File: src/rtl/cs_regen_pkg.sv
package cs_regen_pkg;
  localparam int unsigned BLOCK_FRAMES = 192;
  localparam int unsigned CRC_W        = 8;
  localparam int unsigned PAYLOAD_W    = BLOCK_FRAMES - CRC_W;
  localparam int unsigned CNT_W        = $clog2(BLOCK_FRAMES);
  localparam logic [CRC_W-1:0] CRC_POLY_REF = 8'hB8;
  localparam logic [CRC_W-1:0] CRC_SEED     = 8'hFF;

  // reflected serial step, data bit enters at LSB side
  function automatic logic [CRC_W-1:0] crc_step(input logic [CRC_W-1:0] c, input logic b);
    logic fb;
    fb = c[0] ^ b;
    return (c >> 1) ^ (fb ? CRC_POLY_REF : '0);
  endfunction
endpackage

File: src/rtl/cs_frame_ctr.sv
module cs_frame_ctr #(
  parameter int unsigned FRAMES = 192,
  parameter int unsigned CNT_W  = $clog2(FRAMES)
) (
  input  logic             clk_i,
  input  logic             rst_ni,
  input  logic             frame_i,
  output logic [CNT_W-1:0] cnt_o,
  output logic             first_o
);
  localparam logic [CNT_W-1:0] LAST = CNT_W'(FRAMES - 1);

  logic [CNT_W-1:0] cnt_q;

  always_ff @(posedge clk_i or negedge rst_ni) begin
    if (!rst_ni)      cnt_q <= '0;
    else if (frame_i) cnt_q <= (cnt_q == LAST) ? '0 : cnt_q + 1'b1;
  end

  assign cnt_o   = cnt_q;
  assign first_o = (cnt_q == '0);

  AST_CNT_RANGE: assert property (@(posedge clk_i) disable iff (!rst_ni)
    cnt_q <= LAST);
  AST_CNT_WRAP: assert property (@(posedge clk_i) disable iff (!rst_ni)
    frame_i && cnt_q == LAST |=> cnt_q == '0);
  AST_CNT_IDLE: assert property (@(posedge clk_i) disable iff (!rst_ni)
    !frame_i |=> $stable(cnt_q));
endmodule

File: src/rtl/cs_status_buf.sv
module cs_status_buf #(
  parameter int unsigned W = 184
) (
  input  logic         clk_i,
  input  logic         rst_ni,
  input  logic         apply_i,
  input  logic [W-1:0] data_i,
  input  logic         boundary_i,
  output logic [W-1:0] word_o,
  output logic         pend_o
);
  logic [W-1:0] shadow_q, active_q;
  logic         pend_q, swap;

  // a request arriving on the boundary wins; swap waits a block
  assign swap = boundary_i && pend_q && !apply_i;

  always_ff @(posedge clk_i or negedge rst_ni) begin
    if (!rst_ni) begin
      shadow_q <= '0;
      active_q <= '0;
      pend_q   <= 1'b0;
    end else begin
      if (apply_i) begin
        shadow_q <= data_i;
        pend_q   <= 1'b1;
      end else if (swap) begin
        pend_q   <= 1'b0;
      end
      if (swap) active_q <= shadow_q;
    end
  end

  assign word_o = swap ? shadow_q : active_q;
  assign pend_o = pend_q;

  AST_APPLY_PEND: assert property (@(posedge clk_i) disable iff (!rst_ni)
    apply_i |=> pend_q);
  AST_PEND_HOLD: assert property (@(posedge clk_i) disable iff (!rst_ni)
    pend_q && !boundary_i |=> pend_q);
  AST_ACTIVE_FROZEN: assert property (@(posedge clk_i) disable iff (!rst_ni)
    !boundary_i |=> $stable(active_q));
  AST_APPLY_DEFER: assert property (@(posedge clk_i) disable iff (!rst_ni)
    boundary_i && apply_i |=> $stable(active_q) && pend_q);
endmodule

File: src/rtl/cs_crc_acc.sv
module cs_crc_acc
  import cs_regen_pkg::*;
(
  input  logic             clk_i,
  input  logic             rst_ni,
  input  logic             frame_i,
  input  logic             first_i,
  input  logic             data_phase_i,
  input  logic             bit_i,
  output logic [CRC_W-1:0] crc_o
);
  logic [CRC_W-1:0] crc_q;

  always_ff @(posedge clk_i or negedge rst_ni) begin
    if (!rst_ni) crc_q <= CRC_SEED;
    else if (frame_i) begin
      if (first_i)           crc_q <= crc_step(CRC_SEED, bit_i);
      else if (data_phase_i) crc_q <= crc_step(crc_q, bit_i);
    end
  end

  assign crc_o = crc_q;

  AST_CRC_IDLE: assert property (@(posedge clk_i) disable iff (!rst_ni)
    !frame_i |=> $stable(crc_q));
  AST_CRC_FROZEN: assert property (@(posedge clk_i) disable iff (!rst_ni)
    frame_i && !data_phase_i |=> $stable(crc_q));
endmodule

File: src/rtl/cs_regen.sv
module cs_regen
  import cs_regen_pkg::*;
#(
  parameter int unsigned FRAMES = BLOCK_FRAMES,
  parameter int unsigned PAY_W  = PAYLOAD_W
) (
  input  logic             clk_i,
  input  logic             rst_ni,
  input  logic             frame_i,
  input  logic             regen_en_i,
  input  logic             apply_i,
  input  logic [PAY_W-1:0] status_i,
  input  logic             cs_i,
  input  logic             z_i,
  output logic             cs_o,
  output logic             z_o,
  output logic             pend_o
);
  localparam int unsigned CW     = $clog2(FRAMES);
  localparam int unsigned PIDX_W = $clog2(PAY_W);
  localparam int unsigned CIDX_W = $clog2(CRC_W);
  localparam logic [CW-1:0] DATA_END = CW'(PAY_W);

  logic [CW-1:0]    cnt;
  logic             first, boundary, data_phase, gen_bit, pay_bit;
  logic [PAY_W-1:0] word;
  logic [CRC_W-1:0] crc;
  logic [PIDX_W-1:0] pidx;
  logic [CIDX_W-1:0] cidx;
  logic             cs_q, z_q;

  cs_frame_ctr #(.FRAMES(FRAMES), .CNT_W(CW)) u_ctr (
    .clk_i, .rst_ni, .frame_i, .cnt_o(cnt), .first_o(first)
  );

  assign boundary   = frame_i && first;
  assign data_phase = cnt < DATA_END;

  cs_status_buf #(.W(PAY_W)) u_buf (
    .clk_i, .rst_ni, .apply_i, .data_i(status_i),
    .boundary_i(boundary), .word_o(word), .pend_o(pend_o)
  );

  assign pidx    = PIDX_W'(cnt);
  assign cidx    = CIDX_W'(cnt - DATA_END);
  assign pay_bit = word[pidx];
  assign gen_bit = data_phase ? pay_bit : crc[cidx];

  cs_crc_acc u_crc (
    .clk_i, .rst_ni, .frame_i, .first_i(first),
    .data_phase_i(data_phase), .bit_i(pay_bit), .crc_o(crc)
  );

  always_ff @(posedge clk_i or negedge rst_ni) begin
    if (!rst_ni) begin
      cs_q <= 1'b0;
      z_q  <= 1'b0;
    end else if (frame_i) begin
      cs_q <= regen_en_i ? gen_bit : cs_i;
      z_q  <= regen_en_i ? first   : z_i;
    end
  end

  assign cs_o = cs_q;
  assign z_o  = z_q;

  AST_Z_FIRST: assert property (@(posedge clk_i) disable iff (!rst_ni)
    regen_en_i && frame_i && cnt == '0 |=> z_o);
  AST_Z_ONLY: assert property (@(posedge clk_i) disable iff (!rst_ni)
    regen_en_i && frame_i && cnt != '0 |=> !z_o);
  AST_PASS: assert property (@(posedge clk_i) disable iff (!rst_ni)
    !regen_en_i && frame_i |=> cs_o == $past(cs_i) && z_o == $past(z_i));
  AST_OUT_HOLD: assert property (@(posedge clk_i) disable iff (!rst_ni)
    !frame_i |=> $stable(cs_o) && $stable(z_o));
endmodule

File: config.mk
export PLATFORM = sky130hd
export DESIGN_NAME = cs_regen
export DESIGN_NICKNAME = d
export VERILOG_FILES = /design/src/rtl/cs_regen_pkg.sv /design/src/rtl/cs_frame_ctr.sv /design/src/rtl/cs_status_buf.sv /design/src/rtl/cs_crc_acc.sv /design/src/rtl/cs_regen.sv
export SDC_FILE = /design/constraint.sdc
export NUM_CORES = 1
export LEC_CHECK = 0
export BUFFER_PORTS_ARGS = -buffer_cell sky130_fd_sc_hd__clkbuf_2
export CAP_MARGIN = 20
export CORE_MARGIN = 3
export CORE_UTILIZATION = 38
export CTS_BUF_LIST = sky130_fd_sc_hd__clkbuf_4
export CTS_CLUSTER_SIZE = 40
export DETAILED_ROUTE_END_ITERATION = 12
export PLACE_DENSITY_LB_ADDON = 0.3
export SYNTH_ARGS = -nofsm -noshare
export SYNTH_HDL_FRONTEND = slang
export SYNTH_SLANG_ARGS = --single-unit
File: constraint.sdc
create_clock -name clk_i -period 7.8 [get_ports clk_i]
set_input_delay 0.78 -clock clk_i [delete_from_list [all_inputs] [get_ports clk_i]]
set_output_delay 0.78 -clock clk_i [all_outputs]
set_load 0.01 [all_outputs]
==> summary.txt, run 1 <==
Run status
  • Status: complete, no violations

Route
  • Post-route ant nets: 0
  • Vias: 12870
  • DRC violations left: 0
  • Wirelength, routed: 47960 um
  • Drt pass-1 iters: 5
  • Drt via density: 5.266
  • Post-DR wirelength/cell: 19.63 um
  • Iter 0 DRT Violations: 1084

Layout
  • Area delta synth->final: 15.33%
  • Layout cells sized above 1: 0.3534
  • # nets final: 1970
  • Final instance area: 0.02040 mm^2
  • Layout Utilization: 0.4466

Synthesis
  • Post-synthesis sequential area ratio: 0.5482
  • Cell variety after synth: 76
  • Ranking of synthesized cells by area: dfrtp_1, mux2_2, nand2_1
  • Syn Nets: 1754
  • Cell taking the most area after synthesis: dfrtp_1
  • EDFF count, synth: 0
  • Yosys synthesis warning count: 0
  • Synth Flop Type: dfrtp_1
  • Cells after Synth: 1561
  • Mapped cell area: 0.01768 mm^2
  • FF+latch count, synth: 387
  • Syn Area/Cell: 11.33 um^2
  • Ys async rst share: 1.000
  • Synth top area share: 0.5363

Timing
  • Slew @ Worst Pin: 1.052 ns
  • Fin Clk Skew: 0.03891 ns
  • RSZ-0062 raised after global routing: false
  • Final Hold Viols: 0
  • Setup Viol. Count Final: 0
  • Rel. slew slack: 0.2986
  • Slew Viols, Final: 0
  • Top achievable clock speed: 197.6 MHz
  • Tmin final: 5.061 ns
  • Setup ws final: 2.739 ns
  • TNS Setup: 0 ns
  • Final Cycle Share: 0.6489

Setup path
  • Number of buffers and inverters on the critical path: 3
  • CP max FO: 77
  • Crit-path max cell delay: 0.75 ns
  • Crit. End Element: register
  • Flop-to-flop setup slack: 2.74 ns
  • Startpoint Class: register
  • CP top delay family: simple AND/OR/NAND/NOR gates
  • Arrival time at the worst endpoint: 5.75 ns
  • CP Class: register to register
  • Critical Path RT: 8.49 ns
  • CP max stage cell: or3b_2
  • Ordered list of cells on the worst path: buf_4 > inv_1 > ha_1 > or3b_2 > nor3_4 > buf_4 > mux4_2 > o311ai_0 > o41ai_1 > nor4_1 > a21oi_1 > or4_1 > o211a_1
  • Crit path top cell by count: buf_4

Placement
  • Detailed Place HPWL: 32340 um
  • Placer Congestion: 0.8936
  • Placed Area: 0.01919 mm^2
  • Pre-CTS setup slack: 2.748 ns
  • Port buffer count: 193

CTS
  • H-tree depth: 3
  • Inserted Clock Buffers: 101
  • CTS tree: done
  • Largest buffer count on any clock path: 3
  • Post-CTS setup buffer count: 0
  • Clock sink count: 387
  • Clock root buffer: clkbuf_4
  • Clk slew on worst S/H paths: 0.06 ns
  • Clock Latency Late Sink: 0.80 ns
  • Post-CTS Resized: 0

Power
  • Reg power frac: 0.434
  • VDD IR-drop max: 0.1813 mV
  • Overall power: 0.006195 W
  • Logic pwr share: 0.297
  • Power per standard cell area: 303.8 mW/mm^2
  • Cell internal pwr: 0.004033 W
  • Pleak: 9.818 nW
  • Sw Share: 0.3491
  • Net Sw Power: 0.002163 W
  • Clock share of power: 0.270

Die
  • Initial Utilization: 0.3872
  • Die area: 0.04916 mm^2
  • Site Rows: 78
  • Die height: 221.7 um
  • Num ports: 194
  • Die Width: 221.7 um
  • Core area: 0.04567 mm^2

Run
  • Max-Cap Viols: 0

GRT
  • First-pass GRT wire length: 75850 um
  • Initial antenna violation count: 1
  • Largest net degree at the start of global routing: 189
  • Grt ovf: 0
  • Vias in the first global route: 13090
  • Tot GR Track Use: 0.1952

Min path
  • Hold WC Path Type: primary input to register
==> worst paths after layout <==
| path | depth (start not counted) | start | endpoint |
|---|---|---|---|
| max in group asynchronous | 3 | rst_ni | u_buf.active_q[49]$_DFF_PN0_ |
| setup / recovery | 13 | u_ctr.cnt_o[1]$_DFFE_PN0P_ | cs_o$_DFFE_PN0P_ |
| hold / removal | 3 | status_i[16] | u_buf.shadow_q[16]$_DFFE_PN0P_ |
| min in group asynchronous | 2 | rst_ni | u_buf.shadow_q[133]$_DFFE_PN0P_ |
| hold reg to reg | 2 | u_buf.active_q[139]$_DFF_PN0_ | u_buf.active_q[139]$_DFF_PN0_ |
| setup reg to reg | 13 | u_ctr.cnt_o[1]$_DFFE_PN0P_ | cs_o$_DFFE_PN0P_ |
==> cells by family after synthesis <==
group,Yosys count,synth area share
simple gates,613,0.1457
flops,387,0.5482
mux,271,0.2046
compound gates,162,0.06799
buf+inv,119,0.02858
xor+xnor,7,0.003467
fa+ha+maj,2,0.001415
==> power by group through the flow <==
| stage | logic [W] | registers [W] | clock network, W |
|---|---|---|---|
| 3_3_place_gp | 0.00178 | 0.00270 | 0 |
| 3_5_place_dp | 0.00182 | 0.00272 | 0 |
| 4_1_cts | 0.00183 | 0.00268 | 0.00174 |
| 5_1_grt | 0.00201 | 0.00273 | 0.00184 |
| 2_1_floorplan | 0.00130 | 0.00259 | 0 |
| 6_report | 0.00184 | 0.00269 | 0.00167 |
==> sequential cells by signal, indices dropped and copies added, names as in the netlist <==
signal,count
cs_o,1
u_buf.active_q,184
u_buf.pend_o,1
u_buf.shadow_q,184
u_crc.crc_o,8
u_ctr.cnt_o,8
z_o,1
==> synthesized netlist by cell type (10+ instances only) <==
| master | instances |
|---|---|
| inv_1 | 10 |
| clkbuf_1 | 74 |
| nand2_1 | 493 |
| mux2_2 | 205 |
| nor2_1 | 28 |
| o21ai_0 | 21 |
| mux2i_1 | 15 |
| o31ai_1 | 20 |
| nand3_1 | 16 |
| nand2b_1 | 10 |
| nand4_1 | 17 |
| o211ai_1 | 12 |
| buf_1 | 19 |
| dfrtp_1 | 379 |
| a31oi_1 | 14 |
| mux4_2 | 48 |
| a21oi_1 | 14 |
==> placed cells by master, fill, tap and decap left out, types with 4 or more instances in the layout <==
cell,Yosys,routed
nand2_1,493,493
dfrtp_1,379,378
mux2_2,205,205
clkbuf_2,0,191
clkbuf_4,0,150
mux4_2,48,48
nor2_1,28,28
buf_4,0,24
o21ai_0,21,21
o31ai_1,20,20
nand4_1,17,17
nand3_1,16,16
mux2i_1,15,15
a31oi_1,14,14
a21oi_1,14,14
clkinv_1,1,13
o211ai_1,12,12
inv_1,10,10
nand2b_1,10,10
a21o_1,8,8
nor4_1,8,8
a221oi_1,8,8
dfstp_2,8,8
nor2b_1,7,7
inv_2,1,6
and2_1,6,6
a2111oi_0,6,6
a31o_2,6,6
xnor2_1,5,5
a311oi_1,5,5
a211oi_1,5,5
o31a_1,4,4
a2bb2oi_1,4,4
==> per-stage QoR <==
step / hold WS [ns] / instances
6_report: 0.2123 / 2443
5_1_grt: 0.1445 / 2443
4_1_cts: 0.1133 / 2442
3_5_place_dp: 0.4506 / 2273
3_3_place_gp: 0.4424 / 2273
2_1_floorplan: 0.4285 / 1561
==> layout make-up <==
| type | instances | area [um^2] |
|---|---|---|
| diodes | 1 | 2.502 |
| clock buffers | 150 | 1126 |
| clock inverters | 18 | 68.82 |
| fillers | 4307 | 25280 |
| inverters | 12 | 45.04 |
| multi-input cells | 1055 | 7492 |
| flip-flops and latches | 387 | 9696 |
| well taps | 600 | 750.7 |
| repair buffers | 220 | 1215 |
==> metal layers <==
layer / part of all wire / vias up / wire, um / global-route usage
li1: - / 5949 / - / -
met1: 0.46 / 6421 / 22000 / 0.2764
met2: 0.46 / 430 / 21930 / 0.2976
met3: 0.061 / 65 / 2946 / 0.04329
met4: 0.022 / 0 / 1075 / 0.06832
met5: 0 / - / 0 / 0
==> tightest hold or removal path, delay by kind of cell <==
kind	cells	cell delay, ns
compound gates	1	0.06
buf+inv	1	0.08
simple gates	1	0.04
==> repair_timing <==
item	in CTS	in global routing
hold buffers	1	0
hold endpoints to repair	62	0
setup endpoints to repair	0	0
Note: power is estimated with default switching activity, not from simulation.
==> inputs of run 2 (changes only) <==
--- a/config.mk
+++ b/config.mk
@@ -5,6 +5,7 @@
 export SDC_FILE = /design/constraint.sdc
 export NUM_CORES = 1
 export LEC_CHECK = 0
+export ABC_AREA = 1
 export BUFFER_PORTS_ARGS = -buffer_cell sky130_fd_sc_hd__clkbuf_2
 export CAP_MARGIN = 20
 export CORE_MARGIN = 3
==> constraint.sdc (replaced) <==
create_clock -name clk_i -period 4.7 [get_ports clk_i]
set_input_delay 0.47 -clock clk_i [delete_from_list [all_inputs] [get_ports clk_i]]
set_output_delay 0.47 -clock clk_i [all_outputs]
set_load 0.01 [all_outputs]
==> summary.txt, run 2 <==
Run status
  • Status: complete, no violations

Timing
  • Rel. slew slack: 0.3268 (+0.02813)
  • Slew @ Worst Pin: 1.010 ns (-0.04220 ns)
  • Final Hold Viols: 0 (unchanged)
  • Top achievable clock speed: 242.2 MHz (+23%)
  • Final Cycle Share: 0.8786 (+0.2297)
  • Slew Viols, Final: 0 (unchanged)
  • Setup Viol. Count Final: 0 (unchanged)
  • Fin Clk Skew: 0.05215 ns (+0.01324 ns)
  • Tmin final: 4.129 ns (-0.9320 ns)
  • TNS Setup: 0 ns (unchanged)
  • RSZ-0062 raised after global routing: false

Setup path
  • Crit-path max cell delay: 0.62 ns (-0.13 ns)
  • CP max FO: 59 (-23%)
  • Arrival time at the worst endpoint: 4.89 ns (-0.86 ns)
  • Critical Path RT: 5.47 ns (-3.02 ns)
  • Crit. End Element: register
  • CP max stage cell: dlygate4sd3_1
  • Startpoint Class: register
  • Crit path top cell by count: nand3_1
  • Ordered list of cells on the worst path: clkinv_2 > ha_1 > nand2_1 > nor2_4 > buf_4 > buf_16 > inv_1 > nor2_1 > nand3_1 > nand3_1 > nand3_1 > nand3_1 > nand3_1 > nand2_1 > nand3_1 > nand3_1 > nand3_2 > nand2_2 > o221ai_1 > dlygate4sd3_1 > nand2_1
  • CP Class: register to register

Synthesis
  • Cell variety after synth: 33 (-57%)
  • Post-synthesis sequential area ratio: 0.5604 (+0.01217)
  • Cells after Synth: 2121 (+36%)
  • Synth Flop Type: dfrtp_1
  • Top cells by count, synth: nand2_1, dfrtp_1, nand3_1
  • Syn Area/Cell: 8.157 um^2 (-28%)
  • Syn Nets: 2314 (+32%)
  • Mapped cell area: 0.01730 mm^2 (-2.2%)
  • EDFF count, synth: 0 (unchanged)
  • Ys async rst share: 1.000 (unchanged)
  • Most frequent cell after synthesis: nand2_1
  • Yosys synthesis warning count: 0 (unchanged)
  • Ranking of synthesized cells by area: dfrtp_1, nand2_1, nand3_1
  • Cell taking the most area after synthesis: dfrtp_1
  • Synth top area share: 0.5482 (+0.01191)
  • FF+latch count, synth: 387 (unchanged)

Die
  • Initial Utilization: 0.3878 (+0.0006528)
  • Die Width: 219.4 um (-1.1%)
  • Die area: 0.04812 mm^2 (-2.1%)
  • Core area: 0.04461 mm^2 (-2.3%)
  • Die height: 219.4 um (-1.1%)
  • Site Rows: 77 (-1.3%)
  • Num ports: 194 (unchanged)

Placement
  • Placer Congestion: 0.8301 (-7.1%)
  • Port buffer count: 193 (unchanged)
  • Placed Area: 0.01866 mm^2 (-2.7%)
  • Detailed Place HPWL: 29600 um (-8.5%)

Layout
  • Fillers: 4291 (-0.37%)
  • Area of the multi-input gates: 0.006462 mm^2 (-14%)
  • Sequential Area: 0.009699 mm^2 (about the same)
  • Final instance area: 0.02191 mm^2 (+7.4%)
  • Commonest non-fill, non-tap cell in the layout: nand2_1
  • Most frequent cells in the layout: nand2_1, dfrtp_1, nand3_1
  • Layout cells sized above 1: 0.1576 (-0.1958)
  • Area delta synth->final: 26.65%
  • Leading registers by flop count: u_buf.active_q x184, u_buf.shadow_q x184
  • # nets final: 2686 (+36%)

Route
  • DRC violations left: 0 (unchanged)
  • Iter 0 DRT Violations: 1469 (+36%)
  • Drt via density: 5.000 (-5.1%)
  • Wirelength, routed: 50410 um (+5.1%)
  • Vias: 15800 (+23%)
  • Post-DR wirelength/cell: 15.95 um (-19%)
  • Post-route ant nets: 0 (unchanged)
  • Drt pass-1 iters: 5 (unchanged)

CTS
  • Clock sink count: 387 (unchanged)
  • CTS tree: done
  • Largest buffer count on any clock path: 3 (unchanged)
  • Post-CTS setup buffer count: 0 (unchanged)
  • Clock root buffer: clkbuf_4
  • Clock Latency Late Sink: 0.85 ns (+0.05 ns)
  • Clk slew on worst S/H paths: 0.07 ns (about the same)
  • Inserted Clock Buffers: 104 (+3.0%)
  • H-tree depth: 3 (unchanged)

GRT
  • First-pass GRT wire length: 81340 um (+7.2%)
  • Tot GR Track Use: 0.2109 (+0.01568)
  • Initial antenna violation count: 2 (+1)
  • Largest net degree at the start of global routing: 252 (+33%)
  • Vias in the first global route: 15850 (+21%)
  • Grt ovf: 0 (unchanged)

Power
  • VDD IR-drop max: 0.2873 mV (+58%)
  • Pleak: 11.58 nW (+18%)
  • Power per standard cell area: 431.9 mW/mm^2 (+42%)
  • Overall power: 0.009463 W (+53%)

Min path
  • Hold WC Path Type: primary input to register

Run
  • Max-Cap Viols: 0 (unchanged)
## run 2: kinds of logic (layout without fill, tap and decap cells)
kind of cell | after synthesis | in the layout | synth area share
compound gates | 194 | 194 | 0.06053
other cells | 0 | 5 | 0
fa+ha+maj | 2 | 2 | 0.001446
xor+xnor | 3 | 3 | 0.001519
simple gates | 1256 | 1256 | 0.3093
buf+inv | 278 | 720 | 0.06625
mux | 1 | 1 | 0.0005786
flops | 387 | 387 | 0.5604
## run 2: layout make-up
| cell class | count | share of cell area |
|---|---|---|
| Sequential cell | 387 | 0.4427 |
| Multi-Input combinational cell | 1456 | 0.2949 |
| Timing Repair Buffer | 407 | 0.1456 |
| Clock buffer | 158 | 0.05413 |
| Tap cell | 592 | 0.03381 |
| Inverter | 137 | 0.02364 |
| Clock inverter | 18 | 0.004682 |
| Antenna cell | 5 | 0.0005710 |
## run 2: report_power, final
part,internal (W),switching [W],total [W],leakage (nW)
clock,0.00157,0.00138,0.00295,0.773
combinational,0.000904,0.00181,0.00272,5.93
sequential,0.00363,0.000170,0.00380,4.87
total,0.00610,0.00336,0.00946,11.6
## run 2: stage by stage
stage	setup WS, ns	util	hold slack (ns)	instances
2_1_floorplan	1.590	-	0.1744	2121
3_3_place_gp	0.8136	0.4178	0.4479	2787
3_5_place_dp	0.6775	0.4184	0.4530	2788
4_1_cts	0.3853	0.4897	0.1656	3153
5_1_grt	0.1929	0.4912	0.1888	3160
6_report	0.5707	0.4912	0.2081	3160
## run 2: final timing paths
kind | from | endpoint | slack [ns] | cells past startpoint
max | u_ctr.cnt_o[0]$_DFFE_PN0P_ | cs_o$_DFFE_PN0P_ | 0.57 | 21
min | apply_i | u_buf.pend_o$_DFFE_PN0P_ | 0.21 | 3
max reg2reg | u_ctr.cnt_o[0]$_DFFE_PN0P_ | cs_o$_DFFE_PN0P_ | 0.57 | 21
min reg2reg | u_buf.active_q[79]$_DFF_PN0_ | u_buf.active_q[79]$_DFF_PN0_ | 0.47 | 2
max in group asynchronous | rst_ni | u_buf.active_q[25]$_DFF_PN0_ | 3.14 | 3
min in group asynchronous | rst_ni | u_buf.shadow_q[61]$_DFFE_PN0P_ | 0.33 | 2
## run 2: what timing repair did
item / CTS / global route
hold buffers: 189 / 0
resized for setup: 0 / 0
endpoints found under the hold margin: 285 / 0
## run 2: critical path: cells and delay by family (launching register included)
family | cells | cell delay (ns)
adder cells (fa/ha/maj) | 1 | 0.14
flip-flops | 1 | 0.48
buffers and inverters | 5 | 1.66
AND/OR/NAND/NOR | 14 | 1.63
AO/OA/AOI/OAI | 1 | 0.13
## run 2: metal layers
metal  wire (um)  global-route usage  vias up
met5           0                   0        -
met4        1107             0.06999        0
met3        3134             0.04749      107
met2       23230              0.3367      537
met1       22940              0.2850     7513
li1            -                   -     7642
==> inputs of run 3 (changes only) <==
--- a/config.mk
+++ b/config.mk
@@ -10,7 +10,7 @@
 export CAP_MARGIN = 20
 export CORE_MARGIN = 3
 export CORE_UTILIZATION = 38
-export CTS_BUF_LIST = sky130_fd_sc_hd__clkbuf_4
+export CTS_BUF_LIST = sky130_fd_sc_hd__clkbuf_8
 export CTS_CLUSTER_SIZE = 40
 export DETAILED_ROUTE_END_ITERATION = 12
 export PLACE_DENSITY_LB_ADDON = 0.3
==> summary.txt, run 3 (synthesis results as in run 2) <==
Timing
  • Setup Viol. Count Final: 0 (unchanged)
  • Final Hold Viols: 0 (unchanged)
  • Top achievable clock speed: 259.5 MHz (+7.1%)
  • RSZ-0062 raised after global routing: false
  • Final Cycle Share: 0.8200 (-0.05855)
  • TNS Setup: 0 ns (unchanged)
  • Slew @ Worst Pin: 1.032 ns (+0.02169 ns)
  • Tmin final: 3.854 ns (-0.2752 ns)
  • Slew Viols, Final: 0 (unchanged)
  • Fin Clk Skew: 0.02430 ns (-0.02785 ns)
  • Rel. slew slack: 0.3123 (-0.01446)

Layout
  • Most frequent cells in the layout: nand2_1, dfrtp_1, nand3_1
  • Area delta synth->final: 16.19%
  • Final instance area: 0.02010 mm^2 (-8.3%)
  • # nets final: 2462 (-8.3%)
  • Layout Utilization: 0.4506 (-0.04056)
  • Layout cells sized above 1: 0.1473 (-0.01034)
  • Antenna Diode Count: 0 (-5)
  • Leading registers by flop count: u_buf.active_q x184, u_buf.shadow_q x184
  • Fillers: 4507 (+5.0%)
  • Commonest non-fill, non-tap cell in the layout: nand2_1

Placement
  • Detailed Place HPWL: 29600 um (unchanged)
  • Placed Area: 0.01866 mm^2 (unchanged)
  • Placer Congestion: 0.8301 (unchanged)
  • Port buffer count: 193 (unchanged)

CTS
  • Clock Latency Late Sink: 0.61 ns (-0.24 ns)
  • Post-CTS Hold Fix Bufs: 1 (-99%)
  • Clock sink count: 387 (unchanged)
  • Clk slew on worst S/H paths: 0.06 ns (about the same)
  • CTS tree: done
  • Clock root buffer: clkbuf_8
  • Inserted Clock Buffers: 68 (-35%)
  • H-tree depth: 3 (unchanged)
  • Post-CTS setup buffer count: 0 (unchanged)
  • Post-CTS Resized: 0 (unchanged)
  • Largest buffer count on any clock path: 3 (unchanged)

Route
  • M1 WL: 22270 um (-2.9%)
  • Top sig layer: met4
  • Iter 0 DRT Violations: 1405 (-4.4%)
  • Drt pass-1 iters: 6 (+1)
  • Drt via density: 5.086 (+1.7%)
  • Wirelength, routed: 48280 um (-4.2%)
  • Post-route ant nets: 0 (unchanged)
  • Post-DR wirelength/cell: 16.57 um (+3.8%)
  • Vias: 14820 (-6.2%)
  • Total length of routed met2 wires: 21820 um (-6.1%)
  • WL met3: 3189 um (+1.8%)
  • DRC violations left: 0 (unchanged)

Run status
  • Status: complete, no violations

Die
  • Site Rows: 77 (unchanged)
  • Core area: 0.04461 mm^2 (unchanged)
  • Die area: 0.04812 mm^2 (unchanged)
  • Num ports: 194 (unchanged)
  • Initial Utilization: 0.3878 (unchanged)
  • Die Width: 219.4 um (unchanged)
  • Die height: 219.4 um (unchanged)

Setup path
  • Critical Path RT: 5.23 ns (-0.24 ns)
  • Arrival time at the worst endpoint: 4.38 ns (-0.51 ns)
  • Crit. End Element: register
  • Startpoint Class: register
  • Flop-to-flop setup slack: 0.85 ns (+0.28 ns)
  • R2R Path Start: u_ctr.cnt_o[4]$_DFFE_PN0P_
  • Worst R2R End: u_crc.crc_o[5]$_DFFE_PN1P_
  • CP Class: register to register
  • CP max FO: 56 (-5.1%)
  • R2R depth: 21 (unchanged)

Min path
  • Hold WC Path Type: primary input to register
  • Hold path start: status_i[2]
  • Hold worst-path end: u_buf.shadow_q[2]$_DFFE_PN0P_
  • Worst hold stages: 3 (unchanged)

Run
  • Max-Cap Viols: 0 (unchanged)

Power
  • VDD IR-drop max: 0.2913 mV (+1.4%)
  • Power per standard cell area: 471.2 mW/mm^2 (+9.1%)
  • Pleak: 10.82 nW (-6.6%)

GRT
  • Initial antenna violation count: 0 (-2)
  • First-pass GRT wire length: 77100 um (-5.2%)
  • Tot GR Track Use: 0.2000 (-0.01084)
  • Largest net degree at the start of global routing: 252 (unchanged)
  • Vias in the first global route: 14570 (-8.1%)
  • Grt ovf: 0 (unchanged)
## run 3: cell types whose count changed in the layout (fill, tap and decap cells not counted), sizes merged
| cell | before | now |
|---|---|---|
| dlygate4sd3 | 189 | 1 |
| clkbuf | 349 | 280 |
| inv | 138 | 159 |
| clkinv | 14 | 10 |
| diode | 5 | 0 |
| bufinv | 1 | 0 |
## run 3: metal layers
layer	vias to the layer above	track usage
met1	7073	0.2819
met3	88	0.04306
li1	7167	-
met2	492	0.3131
met5	-	0
met4	0	0.05466
## run 3: area by class of cell
| class | instances | area [um^2] | share of cell area |
|---|---|---|---|
| Clock inverter | 34 | 156.4 | 0.007780 |
| Multi-Input combinational cell | 1456 | 6462 | 0.3215 |
| Timing Repair Buffer | 219 | 1300 | 0.06467 |
| Tap cell | 592 | 740.7 | 0.03685 |
| Sequential cell | 387 | 9699 | 0.4825 |
| Clock buffer | 89 | 1225 | 0.06094 |
| Inverter | 137 | 518.0 | 0.02577 |
## run 3: how the worst max path moves through the flow
| stage | cells after the start | to | slack, ns | start |
|---|---|---|---|---|
| after global routing | 21 | u_crc.crc_o[5]$_DFFE_PN1P_ | 0.40 | u_ctr.cnt_o[4]$_DFFE_PN0P_ |
| final | 21 | u_crc.crc_o[5]$_DFFE_PN1P_ | 0.85 | u_ctr.cnt_o[4]$_DFFE_PN0P_ |
| after detailed placement | 20 | u_crc.crc_o[5]$_DFFE_PN1P_ | 0.68 | u_ctr.cnt_o[4]$_DFFE_PN0P_ |
| after CTS | 20 | u_crc.crc_o[5]$_DFFE_PN1P_ | 0.65 | u_ctr.cnt_o[4]$_DFFE_PN0P_ |
| after global placement | 21 | u_crc.crc_o[4]$_DFFE_PN1P_ | 0.81 | u_ctr.cnt_o[0]$_DFFE_PN0P_ |
| after floorplan | 21 | u_crc.crc_o[7]$_DFFE_PN1P_ | 1.59 | u_ctr.cnt_o[0]$_DFFE_PN0P_ |
## run 3: where the power goes
part	switching (W)	internal, W
clock network	0.00139	0.00170
logic	0.00178	0.000800
registers	0.000169	0.00363
total	0.00334	0.00613
## run 3: worst max-delay path, cell delays in order, from the launching register on
cell and delay [ns]:
dfrtp_1 0.51, nor2_4 0.19, nand2_1 0.10, nor2_4 0.13, buf_4 0.53, buf_12 0.34, inv_1 0.17, nor2_1 0.31
nand3_1 0.16, nand3_1 0.10, nand3_1 0.06, nand3_1 0.10, nand3_1 0.08, nand2_1 0.11, nand3_1 0.08, nand3_1 0.10
nand3_2 0.10, nand2_2 0.12, nand2_1 0.12, nand3_1 0.11, nand3_1 0.08, a21oi_1 0.15
## run 3: metrics by stage
stage / worst slack [ns] / total power [W] / cells / hold slack [ns]
after CTS: 0.6502 / 0.009559 / 2912 / 0.01840
after detailed placement: 0.6775 / 0.006412 / 2788 / 0.4530
after floorplan: 1.590 / 0.005477 / 2121 / 0.1744
final: 0.8459 / 0.009472 / 2914 / 0.06426
after global routing: 0.4026 / 0.01004 / 2914 / 0.03562
after global placement: 0.8136 / 0.006346 / 2787 / 0.4479
